[src/rtl/zbt_pkg.sv]
`timescale 1ns/1ps
package zbt_pkg;

  typedef enum logic [1:0] {
    OP_NONE  = 2'd0,
    OP_READ  = 2'd1,
    OP_WRITE = 2'd2
  } op_e;

  // strobes passed from control to datapath for the stage whose data moves now
  typedef struct packed {
    logic doRead;
    logic doWrite;
  } strobe_t;

  // low two address bits of burst beat n
  function automatic logic [1:0] beatLow(input logic [1:0] start,
                                         input logic [1:0] beat,
                                         input logic       ilv);
    return ilv ? (start ^ beat) : 2'(start + beat);
  endfunction

endpackage

[src/rtl/zbt_ctrl.sv]
`timescale 1ns/1ps
module zbt_ctrl
  import zbt_pkg::*;
#(
  parameter int ADDR_W = 8,
  parameter int LANES  = 2
) (
  input  logic              clk,
  input  logic              rstN,
  input  logic              clkEnN,
  input  logic [ADDR_W-1:0] addr,
  input  logic              startN,
  input  logic              writeN,
  input  logic              csN,
  input  logic              csHi,
  input  logic              csLoN,
  input  logic [LANES-1:0]  laneWrN,
  input  logic              burstIlv,
  output strobe_t           strb,
  output logic [ADDR_W-1:0] opAddr,
  output logic [LANES-1:0]  opLanes
);

  localparam int HI_W = ADDR_W - 2;

  logic              selOk;
  logic              burstOn;
  logic              burstWr;
  logic [ADDR_W-1:0] baseAddr;
  logic [1:0]        beatCnt;
  logic [1:0]        nextBeat;

  op_e               newOp;
  logic [ADDR_W-1:0] newAddr;

  // stage A: captured at the operation's edge; stage B: one edge later
  op_e               aOp, bOp;
  logic [ADDR_W-1:0] aAddr, bAddr;
  logic [LANES-1:0]  aLanes, bLanes;

  assign selOk    = !csN && csHi && !csLoN;
  assign nextBeat = 2'(beatCnt + 2'd1);

  always_comb begin
    newOp   = OP_NONE;
    newAddr = aAddr;
    if (!startN) begin
      newAddr = addr;
      if (selOk) newOp = writeN ? OP_READ : OP_WRITE;
    end else if (burstOn) begin
      newOp   = burstWr ? OP_WRITE : OP_READ;
      newAddr = {baseAddr[ADDR_W-1:2], beatLow(baseAddr[1:0], nextBeat, burstIlv)};
    end
  end

  always_ff @(posedge clk or negedge rstN) begin
    if (!rstN) begin
      burstOn  <= 1'b0;
      burstWr  <= 1'b0;
      baseAddr <= '0;
      beatCnt  <= 2'd0;
      aOp      <= OP_NONE;
      aAddr    <= '0;
      aLanes   <= '0;
      bOp      <= OP_NONE;
      bAddr    <= '0;
      bLanes   <= '0;
    end else if (!clkEnN) begin
      if (!startN) begin
        burstOn  <= selOk;
        burstWr  <= !writeN;
        baseAddr <= addr;
        beatCnt  <= 2'd0;
      end else if (burstOn) begin
        beatCnt  <= nextBeat;
      end
      aOp    <= newOp;
      aAddr  <= newAddr;
      aLanes <= ~laneWrN;
      bOp    <= aOp;
      bAddr  <= aAddr;
      bLanes <= aLanes;
    end
  end

  assign strb.doRead  = (bOp == OP_READ);
  assign strb.doWrite = (bOp == OP_WRITE);
  assign opAddr       = bAddr;
  assign opLanes      = bLanes;

  logic unusedHi;
  assign unusedHi = (HI_W < 0);

  AST_DESEL_NOOP: assert property (@(posedge clk) disable iff (!rstN)
    (!clkEnN && !startN && !selOk) |=> (aOp == OP_NONE));

  AST_IDLE_CONT: assert property (@(posedge clk) disable iff (!rstN)
    (!clkEnN && startN && !burstOn) |=> (aOp == OP_NONE));

  AST_STALL_HOLD: assert property (@(posedge clk) disable iff (!rstN)
    clkEnN |=> ($stable(aOp) && $stable(bOp) && $stable(beatCnt) && $stable(burstOn)));

endmodule

[src/rtl/zbt_datapath.sv]
`timescale 1ns/1ps
module zbt_datapath
  import zbt_pkg::*;
#(
  parameter int ADDR_W = 8,
  parameter int LANES  = 2,
  parameter int LANE_W = 9
) (
  input  logic                    clk,
  input  logic                    rstN,
  input  logic                    clkEnN,
  input  logic                    outEnN,
  input  strobe_t                 strb,
  input  logic [ADDR_W-1:0]       opAddr,
  input  logic [LANES-1:0]        opLanes,
  input  logic [LANES*LANE_W-1:0] dIn,
  output logic [LANES*LANE_W-1:0] dOut,
  output logic                    dOe
);

  localparam int DEPTH  = 1 << ADDR_W;
  localparam int DATA_W = LANES * LANE_W;

  logic              driveReg;
  logic [DATA_W-1:0] rdData;

  always_ff @(posedge clk or negedge rstN) begin
    if (!rstN)        driveReg <= 1'b0;
    else if (!clkEnN) driveReg <= strb.doRead;
  end

  for (genvar l = 0; l < LANES; l++) begin : gLane
    logic [LANE_W-1:0] laneMem [DEPTH];
    logic [LANE_W-1:0] rdLane;

    always_ff @(posedge clk) begin
      if (!clkEnN) begin
        if (strb.doWrite && opLanes[l]) laneMem[opAddr] <= dIn[l*LANE_W +: LANE_W];
        if (strb.doRead)                rdLane          <= laneMem[opAddr];
      end
    end

    assign rdData[l*LANE_W +: LANE_W] = rdLane;
  end

  assign dOut = rdData;
  assign dOe  = driveReg && !outEnN;

  AST_STROBE_EXCL: assert property (@(posedge clk) disable iff (!rstN)
    !(strb.doRead && strb.doWrite));

  AST_WR_NO_DRIVE: assert property (@(posedge clk) disable iff (!rstN)
    (!clkEnN && strb.doWrite) |=> !dOe);

endmodule

[src/rtl/zbt_sram.sv]
`timescale 1ns/1ps
module zbt_sram
  import zbt_pkg::*;
#(
  parameter int ADDR_W = 8,
  parameter int LANES  = 2,
  parameter int LANE_W = 9
) (
  input  logic                    clk,
  input  logic                    rstN,
  input  logic                    clkEnN,
  input  logic [ADDR_W-1:0]       addr,
  input  logic                    startN,
  input  logic                    writeN,
  input  logic                    csN,
  input  logic                    csHi,
  input  logic                    csLoN,
  input  logic [LANES-1:0]        laneWrN,
  input  logic                    burstIlv,
  input  logic                    outEnN,
  input  logic [LANES*LANE_W-1:0] dIn,
  output logic [LANES*LANE_W-1:0] dOut,
  output logic                    dOe
);

  strobe_t           strb;
  logic [ADDR_W-1:0] opAddr;
  logic [LANES-1:0]  opLanes;

  zbt_ctrl #(.ADDR_W(ADDR_W), .LANES(LANES)) uCtrl (
    .clk(clk), .rstN(rstN), .clkEnN(clkEnN), .addr(addr),
    .startN(startN), .writeN(writeN), .csN(csN), .csHi(csHi), .csLoN(csLoN),
    .laneWrN(laneWrN), .burstIlv(burstIlv),
    .strb(strb), .opAddr(opAddr), .opLanes(opLanes)
  );

  zbt_datapath #(.ADDR_W(ADDR_W), .LANES(LANES), .LANE_W(LANE_W)) uData (
    .clk(clk), .rstN(rstN), .clkEnN(clkEnN), .outEnN(outEnN),
    .strb(strb), .opAddr(opAddr), .opLanes(opLanes),
    .dIn(dIn), .dOut(dOut), .dOe(dOe)
  );

endmodule

[config.mk]
export PLATFORM = sky130hd
export DESIGN_NAME = zbt_sram
export DESIGN_NICKNAME = d
export VERILOG_FILES = /design/src/rtl/zbt_pkg.sv /design/src/rtl/zbt_ctrl.sv /design/src/rtl/zbt_datapath.sv /design/src/rtl/zbt_sram.sv
export SDC_FILE = /design/constraint.sdc
export NUM_CORES = 2
export LEC_CHECK = 0
export ABC_CLOCK_PERIOD_IN_PS = 3500
export BUFFER_PORTS_ARGS = -buffer_cell sky130_fd_sc_hd__buf_2
export CORE_ASPECT_RATIO = 1.25
export CORE_MARGIN = 10
export CORE_UTILIZATION = 30
export CTS_BUF_LIST = sky130_fd_sc_hd__clkbuf_8
export CTS_CLUSTER_SIZE = 28
export DETAILED_ROUTE_END_ITERATION = 10
export PLACE_DENSITY = 0.44
export SLEW_MARGIN = 20
export SYNTH_ARGS = -nofsm -noshare
export SYNTH_HDL_FRONTEND = slang
export SYNTH_MEMORY_MAX_BITS = 65536
export SYNTH_SLANG_ARGS = --single-unit
[constraint.sdc]
create_clock -name clk -period 3.5 [get_ports clk]
set_clock_uncertainty 0.05 [all_clocks]
set_input_delay 0.175 -clock clk [delete_from_list [all_inputs] [get_ports clk]]
set_output_delay 0.175 -clock clk [all_outputs]
set_load 0.02 [all_outputs]
**Word-level counts from Yosys, hierarchy flattened**

Memory sizes are Yosys's and may differ from the RTL's. A register that Yosys moved wholly into a read port is not among the register bits.
Index checks and enable logic that the tools add are counted.

- Register bits after elaboration: 37
- Latch bits: 0
- Bits in writable memories: 4608
- Bits in read-only memories: 0
- Input port bits: 38
- Output and inout bits: 19
- Logic and storage cells: 50
- Memories kept: 2

- Add/subtract/negate cells: 2
- $mul: 0
- Divide/modulo/power cells: 0
- $lt $le $gt $ge: 0
- Equality and inequality tests: 3
- Shifts and indexed selects: 0
- Muxes and demuxes: 16
- Bitwise operators: 4
- Reductions and logical operators: 12

Memory list:

| name | depth | width | rd ports | clocked after Yosys merged registers in | wr ports | line | source |
|---|---|---|---|---|---|---|---|
| uData.gLane[0].laneMem | 256 | 9 | 1 | 1 | 1 | zbt_datapath.sv:33 | `logic [LANE_W-1:0] laneMem [DEPTH];` |
| uData.gLane[1].laneMem | 256 | 9 | 1 | 1 | 1 | zbt_datapath.sv:33 |  |

Operators by type and width:

| kind | count |
|---|---|
| $mux W2 | 8 |
| $mux W8 | 2 |
| $mux W1 | 6 |
| $reduce_and A2 Y1 | 3 |
| $logic_and A1 B1 Y1 | 5 |
| $logic_not A1 Y1 | 4 |
| $add A2 B1 Y2 const B | 1 |
| $add A2 B2 Y2 | 1 |
| $eq A2 B1 Y1 const B | 1 |
| $eq A2 B2 Y1 const B | 1 |
| $ne A2 B1 Y1 const B | 1 |
| $not A1 Y1 | 2 |
| $not A2 Y2 | 1 |
| $xor A2 B2 Y2 | 1 |

**Depth between registers and ports, before layout**

- Depth in word-level cells: 5
- Gate-level depth with buffers: 9
- Mapped depth without buffers: 7

**Modules after synthesis**

A second synthesis with hierarchy kept.

- Cells, all modules: 7948
- Area, all modules: 177462.7 µm²

By module, submodules not included:

| module | instances | cells each | area an instance (µm²) | seq. area each (µm²) |
|---|---|---|---|---|
| zbt_datapath | 1 | 7834 | 175876.2 | 138938.3 |
| zbt_ctrl | 1 | 114 | 1586.5 | 900.9 |

**Worst setup path after synthesis**

Ideal clock, no wire load.

- Kind: register to register
- From: register uCtrl.bAddr[1], in the netlist uCtrl.opAddr[1]
- To: memory uData.gLane[0].laneMem[18][0], enable pin
- Library setup time: 374 ps
- Arrival: 2130 ps
- Required time: 3076 ps
- Path slack: 946 ps
- Cell stages (with the launch flop): 9
- Path buffers: 5
- Clock period less this slack: 2554 ps
- Path through: dfrtp_1 -> buf_2 -> buf_2 -> clkbuf_1 -> buf_2 -> nor2b_1 -> nand2_1 -> clkbuf_1 -> nor2_1

RTL lines:

| item | line | source |
|---|---|---|
| from (decl) | zbt_ctrl.sv:38 | `logic [ADDR_W-1:0] aAddr, bAddr;` |
| from (signal assigned) | zbt_ctrl.sv:81 | `bAddr <= aAddr;` |
| to (decl) | zbt_datapath.sv:33 |  |

No word-level cell before the write port.

==> flow_summary_export.csv <==
group,metric,value,unit
run_status,status,"finished with violations",
run_status,violations,"setup timing",
logic_synthesis,synth_edf_count,4626,
setup_path,crit_arrival,4480,ps
clock_tree,cts_buffers,719,
timing,slew_violations,0,
routing,ant_nets,0,
setup_path,critPathMaxFanout,8,
timing,max_slew_margin,0.296,
timing,rsz0062_at_grt,"true",
clock_tree,insertion_delay,1290,ps
die,die_area,623000,um2
die,die_y,880,um
global_routing,grt_pass1_wl,750000,um
logic_synthesis,synth-seq-cells,4663,
timing,tightestPinTransition,1050,ps
logic_synthesis,synth_ff_type,"edfxtp_1",
placement,placed_cell_area,195000,um2
final_layout,stdcell_area,212000,um2
global_routing,grt_max_degree,125,
clock_tree,cts_htree_levels,6,
final_layout,finish.utilization,0.360,
setup_path,cp.required,4460,ps
routing,wl_per_cell,30.3,um
setup_path,critPathBufInv,5,
timing,period_needed,3520,ps
global_routing,grt_usage,0.167,
routing,drc_errors,0,
logic_synthesis,synth_cell_types,31,
final_layout,layout_common_cells,"edfxtp_1, mux4_2, buf_4",
setup_path,cp-end-kind,"flip-flop",
logic_synthesis,yosysSeqAreaShare,0.788,
timing,fin_crit_sh,1.01,
min_path,min_path_type,"primary input to flip-flop",
final_layout,nNetsFinal,9465,
timing,max_freq,284,MHz
run,cap_viol_max_count,0,
global_routing,grt_pass1_vias,94562,
placement,place_ws,-780,ps
timing,fin_ws,-20.0,ps
routing,viasPerCell,4.99,
placement,io_buffers,56,
setup_path,cp_cell_sequence,"buf_12 -> buf_16 -> buf_4 -> buf_16 -> mux4_2 -> a22oi_2 -> a21oi_2 -> o41ai_4 -> buf_4 -> nand4_1",
power,ir_drop,0.000393,V
clock_tree,clockBufferDepth,4,
final_layout,final_common_cell,"edfxtp_1",
logic_synthesis,async_flop_share,0.00793,
die,ios,57,
clock_tree,clkTransAtPathRegs,60,ps
routing,drt_iter0_markers,8131,
setup_path,cp-start-kind,"flip-flop",
final_layout,area_growth,19.5,%
placement,dp_hpwl,326000,um
logic_synthesis,syn-cell-area,177000,um2
setup_path,path_class,"flip-flop to flip-flop",
logic_synthesis,synth_nets,8012,
final_layout,drive_above_1_share,0.343,
clock_tree,clock_sinks,4663,
die,initial_core_util,0.301,
timing,whs,241,ps
die,die-width,708,um
final_layout,fillers,54433,
die,fp-row-count,315,
setup_path,crit_path_max_incr_delay,690,ps
global_routing,antenna_found_initial,30,
logic_synthesis,avgSynthCellArea,22.2,um2
timing,final_hold_viol_count,0,
clock_tree,tritoncts,"built",
timing,finalSetupViolations,1,
placement,gp_congestion,0.758,
die,fp.coreArea,589000,um2
routing,wirelength,538000,um
clock_tree,clockRootBuffer,"clkbuf_8",
logic_synthesis,yosysWarnings,0,
setup_path,slowest_stage,"o41ai_4",
logic_synthesis,syn_inst,7973,
routing,drt_pass1_iterations,8,
global_routing,grt-ovfl-total,0,
setup_path,crit_family,"compound AO/OA/AOI/OAI gates",
routing,dr_total_vias,88684,
power,power.leakage,66.8,nW
power,powerDensity,604,nW/um2
## worst reg2reg max path: cells and delay by family, from the launching register on
kind                   cells  cell delay (ps)
AOI/OAI and AO/OA          3             1170
buffers and inverters      5              970
muxes                      1              520
DFF                        1              420
and+or+nand+nor            1              110
## report_power, final
| part | internal (W) | leakage, nW | switching [W] |
|---|---|---|---|
| Combinational | 0.0101 | 17.4 | 0.0138 |
| Sequential | 0.0615 | 42.0 | 0.000139 |
| Clock | 0.0207 | 7.39 | 0.0217 |
## worst paths after layout
path	startpoint	to	slack, ps	cells after the start
max in group asynchronous	rstN	uCtrl.opAddr[0]$_DFFE_PN0N_	2760	5
min reg2reg	uData.driveReg$_DFFE_PN0N_	uData.driveReg$_DFFE_PN0N_	440	1
min	addr[3]	uCtrl.baseAddr[3]$_DFFE_PN0P_	240	4
min in group asynchronous	rstN	uCtrl.aAddr[0]$_DFFE_PN0P_	410	5
max reg2reg	uCtrl.opAddr[0]$_DFFE_PN0N_	uData.gLane[1].rdLane[3]$_DFFE_PP_	-20	10
max	uCtrl.opAddr[0]$_DFFE_PN0N_	uData.gLane[1].rdLane[3]$_DFFE_PP_	-20	10
## stage by stage
step	setup TNS (ps)	cells	power, W
floorplan	0	7973	0.0745
global placement	-7720	16273	0.0853
detailed placement	-7460	16273	0.0853
CTS	-171	17690	0.129
global route	-96.0	17752	0.133
finish	-20.0	17763	0.128
## logic make-up after synthesis
family,Yosys count,share of synthesized area
flops,4663,0.788
mux,1172,0.148
compound gates,971,0.0372
simple gates,637,0.0141
buf+inv,526,0.0125
xor+xnor,3,0.000148
fa+ha+maj,1,0.0000705
## per-layer routing
layer	track usage	vias to the layer above	wire length (um)
met1	0.211	48482	215000
li1	-	36924	-
met3	0.0224	707	25300
met4	0.0419	2	13500
met5	0	-	15
met2	0.302	2569	285000
## what timing repair did
action / 4_1_cts / 5_1_grt
endpoints found under the setup margin: 18 / 19
setup buffers: 29 / 50
endpoints found under the hold margin: 4726 / 0
hold buffers: 99 / 0
pin swaps: 35 / 23
cloned: 13 / 7
gates resized for setup: 150 / 56
## final cells by class
cell class              count  area, um2  area share
diodes                     16       40.0    0.000189
repair buffers           1254      12700      0.0600
clock buffers             733      10100      0.0476
multi-input cells        2784      36600       0.173
clock inverters           543       2900      0.0137
flip-flops and latches   4663     140000       0.660
well taps                7766       9720      0.0458
inverters                   4       18.8   0.0000885
## cell usage after synthesis (5+ instances only)
| library cell | instances | area share |
|---|---|---|
| o21ai_0 | 15 | 0.00042 |
| mux2_2 | 20 | 0.0013 |
| buf_1 | 44 | 0.00093 |
| nand4_1 | 18 | 0.00063 |
| buf_6 | 5 | 0.00032 |
| dfrtp_1 | 37 | 0.0052 |
| a22oi_1 | 577 | 0.024 |
| nand2_1 | 64 | 0.0014 |
| edfxtp_1 | 4626 | 0.78 |
| mux4_2 | 1152 | 0.15 |
| o22ai_1 | 8 | 0.00028 |
| nor2b_1 | 7 | 0.00025 |
| nor2_1 | 531 | 0.011 |
| buf_2 | 104 | 0.0029 |
| nand3_1 | 5 | 0.00014 |
| o41ai_1 | 72 | 0.0036 |
| a21oi_1 | 296 | 0.0084 |
| clkbuf_1 | 348 | 0.0074 |
| buf_4 | 21 | 0.00089 |
## sequential cells by signal, summed over array words and instances, names as in the netlist
signal               cells
uCtrl.opAddr             8
uCtrl.aOp                2
uData.gLane.rdLane      18
uCtrl.burstOn            1
uCtrl.bOp                2
uData.gLane.laneMem   4608
uCtrl.burstWr            1
uData.driveReg           1
uCtrl.aLanes             2
uCtrl.opLanes            2
uCtrl.beatCnt            2
uCtrl.baseAddr           8
uCtrl.aAddr              8
Note: power is estimated with default switching activity, not from simulation.
